[config.mk]
export PLATFORM = sky130hd
export DESIGN_NAME = led_mode_ctrl
export DESIGN_NICKNAME = d
export VERILOG_FILES = /design/src/rtl/lmc_pkg.sv /design/src/rtl/lmc_sync.sv /design/src/rtl/lmc_debounce.sv /design/src/rtl/lmc_blink.sv /design/src/rtl/led_mode_ctrl.sv
export SDC_FILE = /design/constraint.sdc
export NUM_CORES = 1
export LEC_CHECK = 0
export BUFFER_PORTS_ARGS = -buffer_cell sky130_fd_sc_hd__buf_2
export CAP_MARGIN = 20
export CORE_UTILIZATION = 49
export DETAILED_ROUTE_END_ITERATION = 10
export PLACE_DENSITY = 0.65
export SYNTH_ARGS = -nofsm -noshare
export SYNTH_HDL_FRONTEND = slang
export SYNTH_SLANG_ARGS = --single-unit
[constraint.sdc]
create_clock -name clk -period 2.7 [get_ports clk]
set_input_delay 0.135 -clock clk [delete_from_list [all_inputs] [get_ports clk]]
set_output_delay 0.135 -clock clk [all_outputs]
set_load 0.005 [all_outputs]
[src/rtl/lmc_pkg.sv]
package lmc_pkg;
  typedef enum logic [1:0] {
    ST_DARK   = 2'd0,
    ST_FLASH  = 2'd1,
    ST_STEADY = 2'd2
  } lmc_state_e;
endpackage

[src/rtl/lmc_sync.sv]
module lmc_sync #(
  parameter int WIDTH  = 2,
  parameter int STAGES = 2
) (
  input  logic             clk,
  input  logic             rst,
  input  logic [WIDTH-1:0] d,
  output logic [WIDTH-1:0] q
);
  logic [WIDTH-1:0] chain [STAGES];

  always_ff @(posedge clk) begin
    if (rst) begin
      for (int i = 0; i < STAGES; i++) chain[i] <= '0;
    end else begin
      chain[0] <= d;
      for (int i = 1; i < STAGES; i++) chain[i] <= chain[i-1];
    end
  end

  assign q = chain[STAGES-1];
endmodule

[src/rtl/lmc_debounce.sv]
module lmc_debounce #(
  parameter int STABLE_CYCLES = 65536
) (
  input  logic clk,
  input  logic rst,
  input  logic din,
  output logic level,
  output logic rise
);
  localparam int CW = $clog2(STABLE_CYCLES + 1);
  localparam logic [CW-1:0] LAST = CW'(STABLE_CYCLES - 1);

  logic [CW-1:0] cnt;

  always_ff @(posedge clk) begin
    if (rst) begin
      cnt   <= '0;
      level <= 1'b0;
      rise  <= 1'b0;
    end else begin
      rise <= 1'b0;
      if (din != level) begin
        if (cnt == LAST) begin
          level <= din;
          rise  <= din;
          cnt   <= '0;
        end else begin
          cnt <= cnt + 1'b1;
        end
      end else begin
        cnt <= '0;
      end
    end
  end
endmodule

[src/rtl/lmc_blink.sv]
module lmc_blink #(
  parameter int HALF_PERIOD = 4000000
) (
  input  logic clk,
  input  logic rst,
  input  logic restart,
  input  logic run,
  output logic phase
);
  localparam int PW = $clog2(HALF_PERIOD + 1);
  localparam logic [PW-1:0] LAST = PW'(HALF_PERIOD - 1);

  logic [PW-1:0] cnt;

  always_ff @(posedge clk) begin
    if (rst) begin
      cnt   <= '0;
      phase <= 1'b0;
    end else if (restart) begin
      cnt   <= '0;
      phase <= 1'b1;
    end else if (run) begin
      if (cnt == LAST) begin
        cnt   <= '0;
        phase <= ~phase;
      end else begin
        cnt <= cnt + 1'b1;
      end
    end
  end
endmodule

[src/rtl/led_mode_ctrl.sv]
module led_mode_ctrl
  import lmc_pkg::*;
#(
  parameter int DEBOUNCE_CYCLES = 65536,
  parameter int BLINK_HALF      = 4000000
) (
  input  logic       clk,
  input  logic       rst,
  input  logic       btn_raw,
  input  logic       sw_raw,
  output logic       led,
  output logic [1:0] state_code
);
  logic [1:0] raw_in, sync_out;
  logic       btn_s, sw_s;
  logic       btn_level, press;
  logic       phase;
  lmc_state_e state_q, state_d;
  logic       enter_flash;

  assign raw_in = {sw_raw, btn_raw};

  lmc_sync #(.WIDTH(2), .STAGES(2)) u_sync (
    .clk(clk), .rst(rst), .d(raw_in), .q(sync_out)
  );

  assign btn_s = sync_out[0];
  assign sw_s  = sync_out[1];

  lmc_debounce #(.STABLE_CYCLES(DEBOUNCE_CYCLES)) u_deb (
    .clk(clk), .rst(rst), .din(btn_s), .level(btn_level), .rise(press)
  );

  always_comb begin
    state_d = state_q;
    if (press) begin
      case (state_q)
        ST_DARK:   state_d = ST_FLASH;
        ST_FLASH:  state_d = sw_s ? ST_FLASH : ST_STEADY;
        ST_STEADY: state_d = ST_DARK;
        default:   state_d = ST_DARK;
      endcase
    end
  end

  assign enter_flash = press && (state_q == ST_DARK);

  lmc_blink #(.HALF_PERIOD(BLINK_HALF)) u_blink (
    .clk(clk), .rst(rst), .restart(enter_flash),
    .run(state_q == ST_FLASH), .phase(phase)
  );

  always_ff @(posedge clk) begin
    if (rst) begin
      state_q <= ST_DARK;
      led     <= 1'b0;
    end else begin
      state_q <= state_d;
      led     <= (state_q == ST_STEADY) || ((state_q == ST_FLASH) && phase);
    end
  end

  assign state_code = state_q;
endmodule

**After elaboration in Yosys (flattened, before gate mapping)**

Memories as Yosys holds them, arrays and structs flattened.
Index checks and enable logic that the tools add are counted.

- ROM bits: 0
- Logic and storage cells: 42
- Output and inout bits: 3
- Memories kept: 1
- Bits of input ports: 4
- Register bits: 45
- RAM bits: 4
- Bits in latches: 0

Memories:

| memory | words | width | rd ports | clocked after Yosys merged registers in | wr ports | RTL line | source |
|---|---|---|---|---|---|---|---|
| u_sync.chain | 2 | 2 | 2 | 0 | 2 | lmc_sync.sv:10 | `logic [WIDTH-1:0] chain [STAGES];` |

- Bitwise logic cells: 5
- Add/sub/neg operators: 2
- Equality and inequality tests: 5
- Divide/modulo/power cells: 0
- $lt $le $gt $ge: 0
- Multiplexer cells: 11
- Reduce and logical (&&, ||, !) cells: 11
- Shift-type cells: 0
- Multipliers: 0

Operators by type and width:

| kind | count |
|---|---|
| $add 22x1->22 const B | 1 |
| $eq 22x22->1 const B | 1 |
| $mux 22 | 1 |
| $add 17x1->17 const B | 1 |
| $eq 17x16->1 const B | 1 |
| $mux 1 | 6 |
| $mux 2 | 3 |
| $reduce_or 3->1 | 2 |
| $pmux 2 s2 | 1 |
| $reduce_and 2->1 | 2 |
| $reduce_bool 2->1 | 2 |
| $not 1->1 | 3 |
| $eq 2x1->1 const B | 1 |
| $eq 2x2->1 const B | 1 |
| $logic_and 1x1->1 | 2 |
| $logic_not 2->1 | 1 |
| $or 1x1->1 | 2 |
| $reduce_or 2->1 | 1 |
| $logic_or 1x1->1 | 1 |
| $ne 1x1->1 | 1 |

**Depth between registers and ports, before layout**

Gate-level depths: netlist (run 1).

- Depth after elaboration: 4
- Mapped depth: 9
- Gate-level depth less buffers: 7

**By module**

From an unflattened synthesis (run 1), not the netlist that was laid out.

- Cell total of the unflattened synthesis: 243
- Area total of the unflattened synthesis: 2243.4 µm²

Modules (own cells, without submodules):

| module | sequential area each (µm²) | area an instance (µm²) | times used | cells each |
|---|---|---|---|---|
| lmc_blink | 460.4 | 1123.6 | 1 | 125 |
| lmc_debounce | 380.4 | 865.8 | 1 | 92 |
| led_mode_ctrl | 60.1 | 133.9 | 1 | 16 |
| lmc_sync | 80.1 | 120.1 | 1 | 10 |

**Worst setup path before layout (run 1)**

Ideal clock, no wire load.

- Kind: register to register
- Start: register u_deb.cnt[0]
- End: register u_deb.cnt[10]
- Stages on the path, launching flop included: 10
- Library setup time: 0.128 ns
- Clock period less this slack: 2.111 ns
- Setup slack: 0.589 ns
- Data arrival time: 1.984 ns
- Required time: 2.572 ns
- Path buffers: 2
- Cell sequence: dfxtp_1 ha_1 nand3_1 nor3_1 and3_1 ha_1 or3_1 clkbuf_1 clkbuf_1 nor2_1

- Longest elaborated chain between the ends: 2
- Elaborated cells on any way between the ends: 3
- Those cells by class: add/sub: 1; eq/ne: 1; reduce/logical: 1

Ends and longest elaborated chain:

| item | RTL line | source |
|---|---|---|
| from (decl) | lmc_debounce.sv:13 | `logic [CW-1:0] cnt;` |
| from (signal assigned) | lmc_debounce.sv:28 | `cnt <= cnt + 1'b1;` |
| parallel branches: the longest is 2 deep, another holds $add 17x1->17 | n/a |  |

Several ways; the timed one is not identified.
A chain may end at the register's enable or synchronous reset.

**Final worst setup path (run 1)**

- Start: register u_deb.cnt[0]
- End: register u_deb.cnt[7]

The elaborated chain is that of the path after synthesis.

==> run_summary.xml, run 1 <==
<?xml version="1.0" encoding="UTF-8"?>
<metrics>
  <group name="clock_tree">
    <metric name="holdBufCountCts" unit="">0</metric>
    <metric name="worstSkewPairLatency" unit="ns">0.30</metric>
    <metric name="post-cts-setup-buffer-count" unit="">0</metric>
    <metric name="clkTransAtPathRegs" unit="ns">0.09</metric>
    <metric name="post_cts.resized_instances" unit="">0</metric>
    <metric name="cts_inserted_buffers" unit="">5</metric>
    <metric name="tritoncts_clock_tree" unit="">done</metric>
    <metric name="htree_levels" unit="">2</metric>
    <metric name="cts_num_sinks" unit="">49</metric>
    <metric name="cts_root_buffer" unit="">clkbuf_8</metric>
    <metric name="cts_buffer_depth" unit="">2</metric>
  </group>
  <group name="run_status">
    <metric name="status" unit="">completed</metric>
  </group>
  <group name="drt">
    <metric name="antenna_left" unit="">0</metric>
    <metric name="drt-pass1-iter-count" unit="">4</metric>
    <metric name="drt-vias-per-instance" unit="">5.459</metric>
    <metric name="average_detailed_routed_wire_length_per_instance" unit="um">11.91</metric>
    <metric name="remaining_drc_errors" unit="">0</metric>
    <metric name="detailedRoute.firstIterationViolations" unit="">78</metric>
    <metric name="routed_wirelength" unit="um">3656</metric>
    <metric name="vias" unit="">1676</metric>
  </group>
  <group name="sta">
    <metric name="final-hold-violation-count" unit="">0</metric>
    <metric name="totalNegativeSetupSlack" unit="ns">0</metric>
    <metric name="setup_viol" unit="">0</metric>
    <metric name="worstMarginPinSlew" unit="ns">0.5939</metric>
    <metric name="post-route-min-period" unit="ns">2.209</metric>
    <metric name="slew_limit_headroom" unit="%">60.41</metric>
    <metric name="final.setup.worst_slack" unit="ns">0.4912</metric>
    <metric name="fmaxAchievable" unit="MHz">452.7</metric>
    <metric name="finalCritPeriodShare" unit="%">81.81</metric>
    <metric name="setup_repair_after_global_routing_missed_its_margin" unit="">no</metric>
    <metric name="finClkSkew" unit="ns">0.01285</metric>
    <metric name="final_max_slew_viol_count" unit="">0</metric>
  </group>
  <group name="synthesis">
    <metric name="synth_cell_type_count" unit="">43</metric>
    <metric name="syn_inst" unit="">248</metric>
    <metric name="seq_area_frac_synth" unit="%">43.73</metric>
    <metric name="synthArstFlopShare" unit="%">0</metric>
    <metric name="postSynth.topFlopCell" unit="">dfxtp_1</metric>
    <metric name="warnings_from_yosys" unit="">0</metric>
    <metric name="synthesized_netlist_net_count" unit="">255</metric>
    <metric name="synth.cell_area" unit="mm^2">0.002243</metric>
    <metric name="synth-seq-cells" unit="">49</metric>
    <metric name="syn_area_per_cell" unit="um^2">9.046</metric>
    <metric name="synth_enable_flop_cells" unit="">0</metric>
  </group>
  <group name="place">
    <metric name="place.gp.congestion" unit="">0.7500</metric>
    <metric name="pre_cts_slack" unit="ns">0.4538</metric>
    <metric name="place_hpwl" unit="um">2567</metric>
    <metric name="numPortBuffers" unit="">6</metric>
    <metric name="dp.cells" unit="">299</metric>
  </group>
  <group name="setup_path">
    <metric name="kind_of_launch_point_of_the_worst_setup_path" unit="">register</metric>
    <metric name="critical_path_required" unit="ns">2.93</metric>
    <metric name="endpoint_kind" unit="">register</metric>
    <metric name="worst-path-max-fanout" unit="">17</metric>
    <metric name="crit_type" unit="">reg2reg</metric>
    <metric name="timing.critical_path.arrival" unit="ns">2.44</metric>
  </group>
  <group name="pwr">
    <metric name="power-per-cell-area" unit="mW/mm^2">487.2</metric>
    <metric name="vdd.ir_drop.worst" unit="uV">277.0</metric>
    <metric name="leakage" unit="nW">0.7737</metric>
  </group>
  <group name="global_routing">
    <metric name="groute.usage.overall" unit="%">16.89</metric>
    <metric name="overflow" unit="">0</metric>
    <metric name="grt_start_max_net_pins" unit="">18</metric>
    <metric name="initial_antenna_violation_count" unit="">0</metric>
    <metric name="wire_length_of_the_first_global_routing_pass" unit="um">6630</metric>
    <metric name="vias_in_the_first_global_route" unit="">1553</metric>
  </group>
  <group name="die">
    <metric name="floorplan.initialDensity" unit="%">51.17</metric>
    <metric name="fp.dieArea" unit="mm^2">0.004853</metric>
    <metric name="core_area" unit="mm^2">0.004384</metric>
    <metric name="ios" unit="">7</metric>
    <metric name="die_x" unit="um">69.67</metric>
    <metric name="fp.dieH" unit="um">69.67</metric>
    <metric name="fp-row-count" unit="">24</metric>
  </group>
  <group name="finish">
    <metric name="commonest_cells_after_routing_fill_and_taps_aside" unit="">dfxtp_1, nor2_1, a21oi_1, nand2_1, xnor2_1</metric>
    <metric name="fin_nets" unit="">261</metric>
    <metric name="layoutNonFillerInstCount" unit="">307</metric>
    <metric name="multi_input_area" unit="mm^2">0.001167</metric>
    <metric name="layout-area-overhead-vs-synth" unit="%">6.079</metric>
    <metric name="post_route_cells_drive_above_1_share" unit="%">10.20</metric>
    <metric name="fillcell_total" unit="">420</metric>
    <metric name="layout.cells.most_common" unit="">dfxtp_1</metric>
    <metric name="utilization" unit="%">54.28</metric>
    <metric name="diode_insertion_count_for_antenna_repair" unit="">0</metric>
    <metric name="seqCellArea" unit="um^2">980.9</metric>
  </group>
  <group name="worst_hold_path">
    <metric name="worstHoldPathType" unit="">in2reg</metric>
  </group>
  <group name="run">
    <metric name="drv_cap" unit="">0</metric>
  </group>
</metrics>
[logic make-up after synthesis]
family	count (synthesis)	synth area share, %
multiplexers	2	0.8924
AND/OR/NAND/NOR	116	30.17
buffers and inverters	19	4.238
flip-flops	49	43.73
XOR/XNOR	21	8.199
AO/OA/AOI/OAI	38	11.10
adder cells (fa/ha/maj)	3	1.673
[area by class of cell]
class	instances	share of cell area, %
clock buffer	7	3.207
clock inverter	1	0.3155
inverter	10	1.577
multi-input combinational	180	49.05
sequential	49	41.22
tap	52	2.734
timing repair buffer	8	1.893
[per-stage QoR]
stage / power (mW) / hold slack (ns) / area, um^2
global route: 1.221 / 0.04125 / 2380
detailed placement: 0.7631 / 0.3605 / 2296
global placement: 0.7628 / 0.3421 / 2296
finish: 1.159 / 0.04529 / 2380
CTS: 1.184 / 0.04147 / 2380
floorplan: 0.7572 / 0.2632 / 2243
[flip-flops by register name, indices dropped and copies added, names as in the netlist]
register / count
u_deb.cnt: 17
led: 1
u_blink.phase: 1
u_sync.chain: 4
u_deb.rise: 1
state_code: 2
u_blink.cnt: 22
u_deb.level: 1
[path summary, 6_finish.rpt]
kind	depth (start not counted)	to	slack [ns]	from
setup / recovery	7	u_deb.cnt[7]	0.49	u_deb.cnt[0]
hold / removal	2	u_sync.chain[0][0]	0.05	btn_raw
setup reg to reg	7	u_deb.cnt[7]	0.49	u_deb.cnt[0]
hold reg to reg	1	u_sync.chain[0][2]	0.44	u_sync.chain[0][0]
[cells in the mapped netlist (3+ instances only)]
library cell / number / share of area [%]
xnor2_1: 12 / 4.7
dfxtp_1: 49 / 44
nand2_1: 16 / 2.7
and4_1: 3 / 1.2
o31ai_1: 7 / 2.3
nor2b_1: 7 / 2.0
and3_1: 4 / 1.1
nor2_1: 29 / 4.9
or4_1: 5 / 1.7
ha_1: 3 / 1.7
nor4_1: 6 / 1.7
nand3_1: 9 / 2.0
inv_1: 10 / 1.7
xor2_1: 9 / 3.5
nor3_1: 3 / 0.67
or3_1: 7 / 2.0
o21ai_0: 7 / 1.6
a21oi_1: 17 / 3.8
clkbuf_1: 4 / 0.67
nand4_1: 9 / 2.5
[power breakdown]
part	switching (mW)	leakage, nW	internal [mW]
clock network	0.230	0.0385	0.184
registers	0.00141	0.395	0.725
logic	0.0120	0.340	0.00698
total	0.244	0.774	0.916
[critical path, cell delays in order, from the launching register on]
cell     delay (ns)
dfxtp_1        0.34
ha_1           0.22
nand3_1        0.22
nor3_1         0.11
and3_1         0.19
ha_1           0.20
or3_1          0.63
a21oi_1        0.23
[layer usage]
metal / global-route usage [%] / routed length (um) / vias up
met5: 0 / 0 / -
met4: 8.000 / 63 / 0
met3: 4.797 / 78 / 6
met2: 26.97 / 1692 / 14
met1: 21.00 / 1821 / 763
li1: - / - / 893
No activity file was read; power rests on OpenSTA's default activity.
==> run 2, diff against run 1 <==
PLACE_DENSITY = 0.68   (was 0.65)
clock period = 1.8 ns   (was 2.7 ns; I/O delays follow)
==> run 2 against run 1 <==
  * Sequential share of layout area down 4.2 points
  * First-iteration DRC count up 1.3%
  * Worst setup slack worse by 0.39 ns
  * Clock power up 96%
  * Final area up 12%
  * Critical path depth down 2
==> run_summary.xml, run 2 (same netlist as run 1, synthesis figures left out) <==
<?xml version="1.0" encoding="UTF-8"?>
<metrics>
  <group name="sta">
    <metric name="totalNegativeSetupSlack" unit="ns">0</metric>
    <metric name="finClkSkew" unit="ns">0.01026</metric>
    <metric name="slew_limit_headroom" unit="%">74.79</metric>
    <metric name="final-hold-violation-count" unit="">0</metric>
    <metric name="final.setup.worst_slack" unit="ns">0.1010</metric>
    <metric name="setup_repair_after_global_routing_missed_its_margin" unit="">no</metric>
    <metric name="post-route-min-period" unit="ns">1.699</metric>
    <metric name="final_max_slew_viol_count" unit="">0</metric>
    <metric name="finalCritPeriodShare" unit="%">94.39</metric>
    <metric name="worst_hold_slack_across_all_endpoints" unit="ns">0.1004</metric>
    <metric name="worstMarginPinSlew" unit="ns">0.3735</metric>
    <metric name="fmaxAchievable" unit="MHz">588.6</metric>
    <metric name="setup_viol" unit="">0</metric>
  </group>
  <group name="finish">
    <metric name="max_ffs_per_register" unit="">22</metric>
    <metric name="final_area" unit="mm^2">0.002659</metric>
    <metric name="layout.cells.most_common" unit="">dfxtp_1</metric>
    <metric name="fin_nets" unit="">285</metric>
    <metric name="utilization" unit="%">60.65</metric>
    <metric name="layout-area-overhead-vs-synth" unit="%">18.52</metric>
    <metric name="post_route_cells_drive_above_1_share" unit="%">21.51</metric>
    <metric name="top_register" unit="">u_blink.cnt</metric>
    <metric name="largest_registers" unit="">u_blink.cnt x22, u_deb.cnt x17, u_sync.chain x4</metric>
    <metric name="diode_insertion_count_for_antenna_repair" unit="">0</metric>
    <metric name="commonest_cells_after_routing_fill_and_taps_aside" unit="">dfxtp_1, nor2_1, buf_4, nand2_1, a21oi_1</metric>
  </group>
  <group name="die">
    <metric name="fp-row-count" unit="">24</metric>
    <metric name="fp.dieH" unit="um">69.67</metric>
    <metric name="floorplan.initialDensity" unit="%">51.17</metric>
    <metric name="ios" unit="">7</metric>
    <metric name="die_x" unit="um">69.67</metric>
    <metric name="fp.dieArea" unit="mm^2">0.004853</metric>
    <metric name="core_area" unit="mm^2">0.004384</metric>
  </group>
  <group name="clock_tree">
    <metric name="clkTransAtPathRegs" unit="ns">0.10</metric>
    <metric name="cts_buffer_depth" unit="">2</metric>
    <metric name="cts_inserted_buffers" unit="">5</metric>
    <metric name="htree_levels" unit="">2</metric>
    <metric name="worstSkewPairLatency" unit="ns">0.30</metric>
    <metric name="cts_num_sinks" unit="">49</metric>
    <metric name="tritoncts_clock_tree" unit="">done</metric>
    <metric name="cts_root_buffer" unit="">clkbuf_8</metric>
  </group>
  <group name="global_routing">
    <metric name="groute.usage.overall" unit="%">17.44</metric>
    <metric name="initial_antenna_violation_count" unit="">0</metric>
    <metric name="overflow" unit="">0</metric>
    <metric name="grt_start_max_net_pins" unit="">18</metric>
    <metric name="vias_in_the_first_global_route" unit="">1645</metric>
    <metric name="wire_length_of_the_first_global_routing_pass" unit="um">6893</metric>
  </group>
  <group name="place">
    <metric name="placed_cell_area" unit="mm^2">0.002469</metric>
    <metric name="numPortBuffers" unit="">6</metric>
    <metric name="place.gp.congestion" unit="">0.8023</metric>
    <metric name="place_hpwl" unit="um">2845</metric>
    <metric name="pre_cts_slack" unit="ns">0.05619</metric>
  </group>
  <group name="setup_path">
    <metric name="cp_cell_sequence" unit="">ha_1 -&gt; and4b_1 -&gt; nand3_4 -&gt; or4b_1 -&gt; a21oi_1</metric>
    <metric name="critical-path-slowest-cell" unit="">or4b_1</metric>
    <metric name="endpoint_kind" unit="">register</metric>
    <metric name="timing.critical_path.arrival" unit="ns">1.94</metric>
    <metric name="kind_of_launch_point_of_the_worst_setup_path" unit="">register</metric>
    <metric name="cpPeakStageDelay" unit="ns">0.52</metric>
    <metric name="worst-path-max-fanout" unit="">8</metric>
    <metric name="crit_type" unit="">reg2reg</metric>
    <metric name="critical_path_required" unit="ns">2.04</metric>
  </group>
  <group name="drt">
    <metric name="routed_wirelength" unit="um">4016</metric>
    <metric name="detailedRoute.firstIterationViolations" unit="">79</metric>
    <metric name="vias" unit="">1792</metric>
    <metric name="remaining_drc_errors" unit="">0</metric>
    <metric name="drt-vias-per-instance" unit="">5.414</metric>
    <metric name="antenna_left" unit="">0</metric>
    <metric name="drt-pass1-iter-count" unit="">4</metric>
    <metric name="average_detailed_routed_wire_length_per_instance" unit="um">12.13</metric>
  </group>
  <group name="run_status">
    <metric name="status" unit="">completed</metric>
  </group>
  <group name="run">
    <metric name="drv_cap" unit="">0</metric>
  </group>
  <group name="pwr">
    <metric name="power-per-cell-area" unit="mW/mm^2">730.1</metric>
    <metric name="vdd.ir_drop.worst" unit="uV">668.4</metric>
    <metric name="leakage" unit="nW">0.9237</metric>
  </group>
  <group name="worst_hold_path">
    <metric name="worstHoldPathType" unit="">in2reg</metric>
  </group>
</metrics>
run 2: final timing paths:
kind | startpoint | to | slack (ns) | depth (start not counted)
max | u_blink.cnt[0] | u_blink.cnt[18] | 0.10 | 5
min | rst | led | 0.10 | 2
max reg2reg | u_blink.cnt[0] | u_blink.cnt[18] | 0.10 | 5
min reg2reg | u_deb.cnt[0] | u_deb.cnt[0] | 0.43 | 1
run 2: worst max-delay path: cells and delay by family, from the launching register on:
kind	cells	cell delay [ns]
adder cells (fa/ha/maj)	1	0.21
AND/OR/NAND/NOR	3	0.90
flip-flops	1	0.38
AO/OA/AOI/OAI	1	0.14
run 2: timing repair:
action                                  in CTS  in global routing
hold buffers                                 2                  0
hold endpoints to repair                     2                  0
buffers inserted                             0                  1
gates resized for setup                      0                  8
endpoints found under the setup margin       0                 28
run 2: stage by stage:
step / total power, mW / instances
3_5_place_dp: 1.148 / 319
3_3_place_gp: 1.146 / 319
2_1_floorplan: 1.138 / 248
6_report: 1.941 / 331
5_1_grt: 2.008 / 331
4_1_cts: 1.964 / 329
run 2: report_power, final:
group / switching [mW] / internal (mW) / leakage [nW] / total [mW]
Clock: 0.387 / 0.424 / 0.0591 / 0.811
Sequential: 0.00245 / 1.09 / 0.397 / 1.09
Combinational: 0.0205 / 0.0194 / 0.468 / 0.0398
Total: 0.410 / 1.53 / 0.924 / 1.94
run 2: layer usage:
metal | GRT usage (%) | vias up | part of all wire [%]
li1 | - | 952 | -
met1 | 20.89 | 823 | 49
met2 | 30.64 | 13 | 48
met3 | 4.360 | 4 | 2.0
met4 | 5.333 | 0 | 0.80
met5 | 0 | - | 0
run 2: layout make-up:
| type | count | area (um^2) |
|---|---|---|
| clock buffer | 5 | 68.82 |
| clock inverter | 3 | 47.55 |
| fill | 382 | 1725 |
| inverter | 10 | 37.54 |
| multi-input combinational | 180 | 1200 |
| sequential | 49 | 984.7 |
| tap | 52 | 65.06 |
| timing repair buffer | 32 | 255.2 |
==> run 3, diff against run 2 <==
ABC_AREA = 1   (was not set)
==> run 3 against run 2 <==
  * Cell count increased by 22%
  * Combinational power decreased by 3%
  * Maximum frequency decreased by 5.2%
  * Clock skew decreased by 0.0035 ns
  * Final area increased by 2.4%
  * Sequential power about the same
  * Worst hold slack got worse by 0.027 ns
  * Synthesized area increased by 5.4%
  * Total power decreased by 9.5%
  * Worst setup slack got worse by 0.092 ns
  * Global-route usage increased by 2.1 points
  * Utilization decreased by 0.20 points
==> run_summary.xml, run 3 <==
<?xml version="1.0" encoding="UTF-8"?>
<metrics>
  <group name="run_status">
    <metric name="status" unit="">completed</metric>
  </group>
  <group name="synthesis">
    <metric name="synth_enable_flop_cells" unit="">0</metric>
    <metric name="syn_area_per_cell" unit="um^2">7.228</metric>
    <metric name="seq_area_frac_synth" unit="%">41.50</metric>
    <metric name="synth_compound_area_share" unit="%">5.823</metric>
    <metric name="synth_commonest_cells" unit="">nand2_1, nor2_1, dfxtp_1</metric>
    <metric name="synthDominantCellAreaShare" unit="%">41.50</metric>
    <metric name="synth_top_cell_by_area" unit="">dfxtp_1</metric>
    <metric name="synth_top_cells_by_area" unit="">dfxtp_1, nand2_1, nor2_1</metric>
    <metric name="synthArstFlopShare" unit="%">0</metric>
    <metric name="synthSimpleGateAreaFrac" unit="%">39.44</metric>
    <metric name="synthesized_netlist_net_count" unit="">334</metric>
    <metric name="parity_gate_share_of_the_synthesized_area_counting_xor_and_xnor_cells" unit="%">4.076</metric>
    <metric name="postSynth.topFlopCell" unit="">dfxtp_1</metric>
    <metric name="synth_adder_area_share" unit="%">1.588</metric>
    <metric name="warnings_from_yosys" unit="">0</metric>
    <metric name="synth.cell_area" unit="mm^2">0.002364</metric>
    <metric name="dominant_combinational_cell_family_by_area_after_synthesis" unit="">simple AND/OR/NAND/NOR gates</metric>
    <metric name="syn_inst" unit="">327</metric>
    <metric name="synth-seq-cells" unit="">49</metric>
    <metric name="synth_cell_type_count" unit="">28</metric>
    <metric name="post_synth_mux_area_share" unit="%">0</metric>
    <metric name="synthMostInstantiatedCell" unit="">nand2_1</metric>
  </group>
  <group name="finish">
    <metric name="commonest_cells_after_routing_fill_and_taps_aside" unit="">nand2_1, nor2_1, dfxtp_1, inv_1, nand3_1</metric>
    <metric name="layout.cells.most_common" unit="">nand2_1</metric>
    <metric name="fin_nets" unit="">359</metric>
    <metric name="final_area" unit="mm^2">0.002723</metric>
    <metric name="layout-area-overhead-vs-synth" unit="%">15.19</metric>
    <metric name="max_ffs_per_register" unit="">22</metric>
    <metric name="post_route_cells_drive_above_1_share" unit="%">20.11</metric>
    <metric name="diode_insertion_count_for_antenna_repair" unit="">0</metric>
    <metric name="top_register" unit="">u_blink.cnt</metric>
    <metric name="fillcell_total" unit="">449</metric>
    <metric name="largest_registers" unit="">u_blink.cnt x22, u_deb.cnt x17, u_sync.chain x4</metric>
  </group>
  <group name="place">
    <metric name="pre_cts_slack" unit="ns">-0.03429</metric>
    <metric name="place_hpwl" unit="um">3390</metric>
    <metric name="place.gp.congestion" unit="">0.8403</metric>
    <metric name="numPortBuffers" unit="">6</metric>
    <metric name="placed_cell_area" unit="mm^2">0.002530</metric>
  </group>
  <group name="clock_tree">
    <metric name="cts_buffer_depth" unit="">2</metric>
    <metric name="cts_root_buffer" unit="">clkbuf_8</metric>
    <metric name="tritoncts_clock_tree" unit="">done</metric>
    <metric name="cts_inserted_buffers" unit="">5</metric>
    <metric name="cts_num_sinks" unit="">49</metric>
    <metric name="worstSkewPairLatency" unit="ns">0.29</metric>
    <metric name="htree_levels" unit="">2</metric>
    <metric name="clkTransAtPathRegs" unit="ns">0.09</metric>
  </group>
  <group name="global_routing">
    <metric name="wire_length_of_the_first_global_routing_pass" unit="um">8086</metric>
    <metric name="overflow" unit="">0</metric>
    <metric name="vias_in_the_first_global_route" unit="">1908</metric>
    <metric name="groute.usage.overall" unit="%">19.52</metric>
    <metric name="grt_start_max_net_pins" unit="">16</metric>
    <metric name="initial_antenna_violation_count" unit="">0</metric>
  </group>
  <group name="sta">
    <metric name="post-route-min-period" unit="ns">1.791</metric>
    <metric name="final-hold-violation-count" unit="">0</metric>
    <metric name="fmaxAchievable" unit="MHz">558.2</metric>
    <metric name="final_max_slew_viol_count" unit="">0</metric>
    <metric name="worstMarginPinSlew" unit="ns">0.2668</metric>
    <metric name="final.setup.worst_slack" unit="ns">0.008677</metric>
    <metric name="finalCritPeriodShare" unit="%">99.52</metric>
    <metric name="slew_limit_headroom" unit="%">82.19</metric>
    <metric name="setup_viol" unit="">0</metric>
    <metric name="setup_repair_after_global_routing_missed_its_margin" unit="">yes</metric>
    <metric name="finClkSkew" unit="ns">0.006728</metric>
  </group>
  <group name="setup_path">
    <metric name="worst-path-max-fanout" unit="">6</metric>
    <metric name="worst_path_most_repeated_cell" unit="">nand2_1</metric>
    <metric name="cp_cell_sequence" unit="">ha_4 -&gt; nand2_4 -&gt; nor3_4 -&gt; nand2_1 -&gt; nor2_1 -&gt; nand2_1 -&gt; nor3_2 -&gt; ha_2 -&gt; nor2_4 -&gt; clkinvlp_4 -&gt; a21oi_1</metric>
    <metric name="endpoint_kind" unit="">register</metric>
    <metric name="critPathTopFamily" unit="">simple AND/OR/NAND/NOR gates</metric>
    <metric name="critical-path-slowest-cell" unit="">dfxtp_2</metric>
    <metric name="critical_path_required" unit="ns">1.98</metric>
    <metric name="cpPeakStageDelay" unit="ns">0.36</metric>
    <metric name="kind_of_launch_point_of_the_worst_setup_path" unit="">register</metric>
    <metric name="critical_path.n_buffers_inverters" unit="">1</metric>
    <metric name="crit_type" unit="">reg2reg</metric>
    <metric name="timing.critical_path.arrival" unit="ns">1.97</metric>
  </group>
  <group name="die">
    <metric name="fp-row-count" unit="">24</metric>
    <metric name="core_area" unit="mm^2">0.004504</metric>
    <metric name="fp.dieArea" unit="mm^2">0.005105</metric>
    <metric name="fp.dieH" unit="um">71.45</metric>
    <metric name="floorplan.initialDensity" unit="%">52.47</metric>
    <metric name="ios" unit="">7</metric>
    <metric name="die_x" unit="um">71.45</metric>
  </group>
  <group name="pwr">
    <metric name="power_after_layout" unit="mW">1.756</metric>
    <metric name="leakage" unit="nW">1.005</metric>
    <metric name="vdd.ir_drop.worst" unit="uV">890.7</metric>
    <metric name="power-per-cell-area" unit="mW/mm^2">645.0</metric>
  </group>
  <group name="run">
    <metric name="drv_cap" unit="">0</metric>
  </group>
  <group name="drt">
    <metric name="routed_wirelength" unit="um">4543</metric>
    <metric name="average_detailed_routed_wire_length_per_instance" unit="um">11.22</metric>
    <metric name="antenna_left" unit="">0</metric>
    <metric name="drt-vias-per-instance" unit="">4.973</metric>
    <metric name="remaining_drc_errors" unit="">0</metric>
    <metric name="vias" unit="">2014</metric>
    <metric name="detailedRoute.firstIterationViolations" unit="">72</metric>
    <metric name="drt-pass1-iter-count" unit="">4</metric>
  </group>
  <group name="worst_hold_path">
    <metric name="worstHoldPathType" unit="">in2reg</metric>
  </group>
</metrics>
==> run 3: worst register-to-register path, delay by kind of cell, from the launching register on <==
| kind | cells | cell delay, ns |
|---|---|---|
| fa+ha+maj | 2 | 0.38 |
| flops | 1 | 0.36 |
| simple gates | 7 | 0.76 |
| compound gates | 1 | 0.05 |
| buf+inv | 1 | 0.13 |
==> run 3: routing by layer <==
metal	vias to the layer above	track usage, %	wire length (um)	share of wire (%)
met3	2	3.235	94	2.1
li1	1079	-	-	-
met4	0	3.486	26	0.57
met5	-	0	0	0
met1	910	24.84	2231	49
met2	23	35.24	2191	48
==> run 3: layout make-up <==
type	instances	area, um^2	area share, %
inverters	44	167.7	6.158
multi-input cells	231	1269	46.60
well taps	52	65.06	2.390
repair inverters	1	7.507	0.2757
flip-flops and latches	49	983.4	36.12
repair buffers	20	143.9	5.285
clock buffers	5	68.82	2.528
clock inverters	3	17.52	0.6434
==> run 3: logic make-up (layout without fill, tap and decap cells) <==
group / after synthesis / count (layout)
fa+ha+maj: 3 / 3
xor+xnor: 11 / 11
flops: 49 / 49
compound gates: 27 / 27
simple gates: 190 / 190
buf+inv: 47 / 73
==> run 3: timing repair <==
item                                   4_1_cts  5_1_grt
setup endpoints to repair                   13       19
gates resized for setup                      1       20
setup buffers                                0        1
hold buffers                                 2        0
cloned                                       0        1
pin swaps                                    0        6
endpoints found under the hold margin        2        0
==> run 3: power breakdown <==
| part | leakage (nW) | internal [mW] | switching [mW] |
|---|---|---|---|
| Combinational | 0.565 | 0.0138 | 0.0248 |
| Sequential | 0.396 | 1.09 | 0.00270 |
| Clock | 0.0439 | 0.269 | 0.358 |
| Total | 1.01 | 1.37 | 0.385 |
==> run 3: path summary, 6_finish.rpt <==
kind                            slack [ns]  depth (start not counted)            endpoint                from
worst max register to register       0.009                         11       u_deb.cnt[13]        u_deb.cnt[0]
worst min register to register        0.41                          2  u_sync.chain[0][3]  u_sync.chain[0][1]
worst max-delay path                 0.009                         11       u_deb.cnt[13]        u_deb.cnt[0]
worst min-delay path                  0.07                          2         u_deb.level                 rst
==> run 3: metrics by stage <==
stage                     hold WS, ns  cells  utilization [%]  setup TNS [ns]
final                         0.07303    405            60.44               0
after global routing          0.08022    405            60.44          -1.819
after CTS                     0.07879    403            58.58               0
after detailed placement       0.2978    393            56.17         -0.1784
after global placement         0.2915    393            56.17               0
after floorplan                0.1970    327                -               0
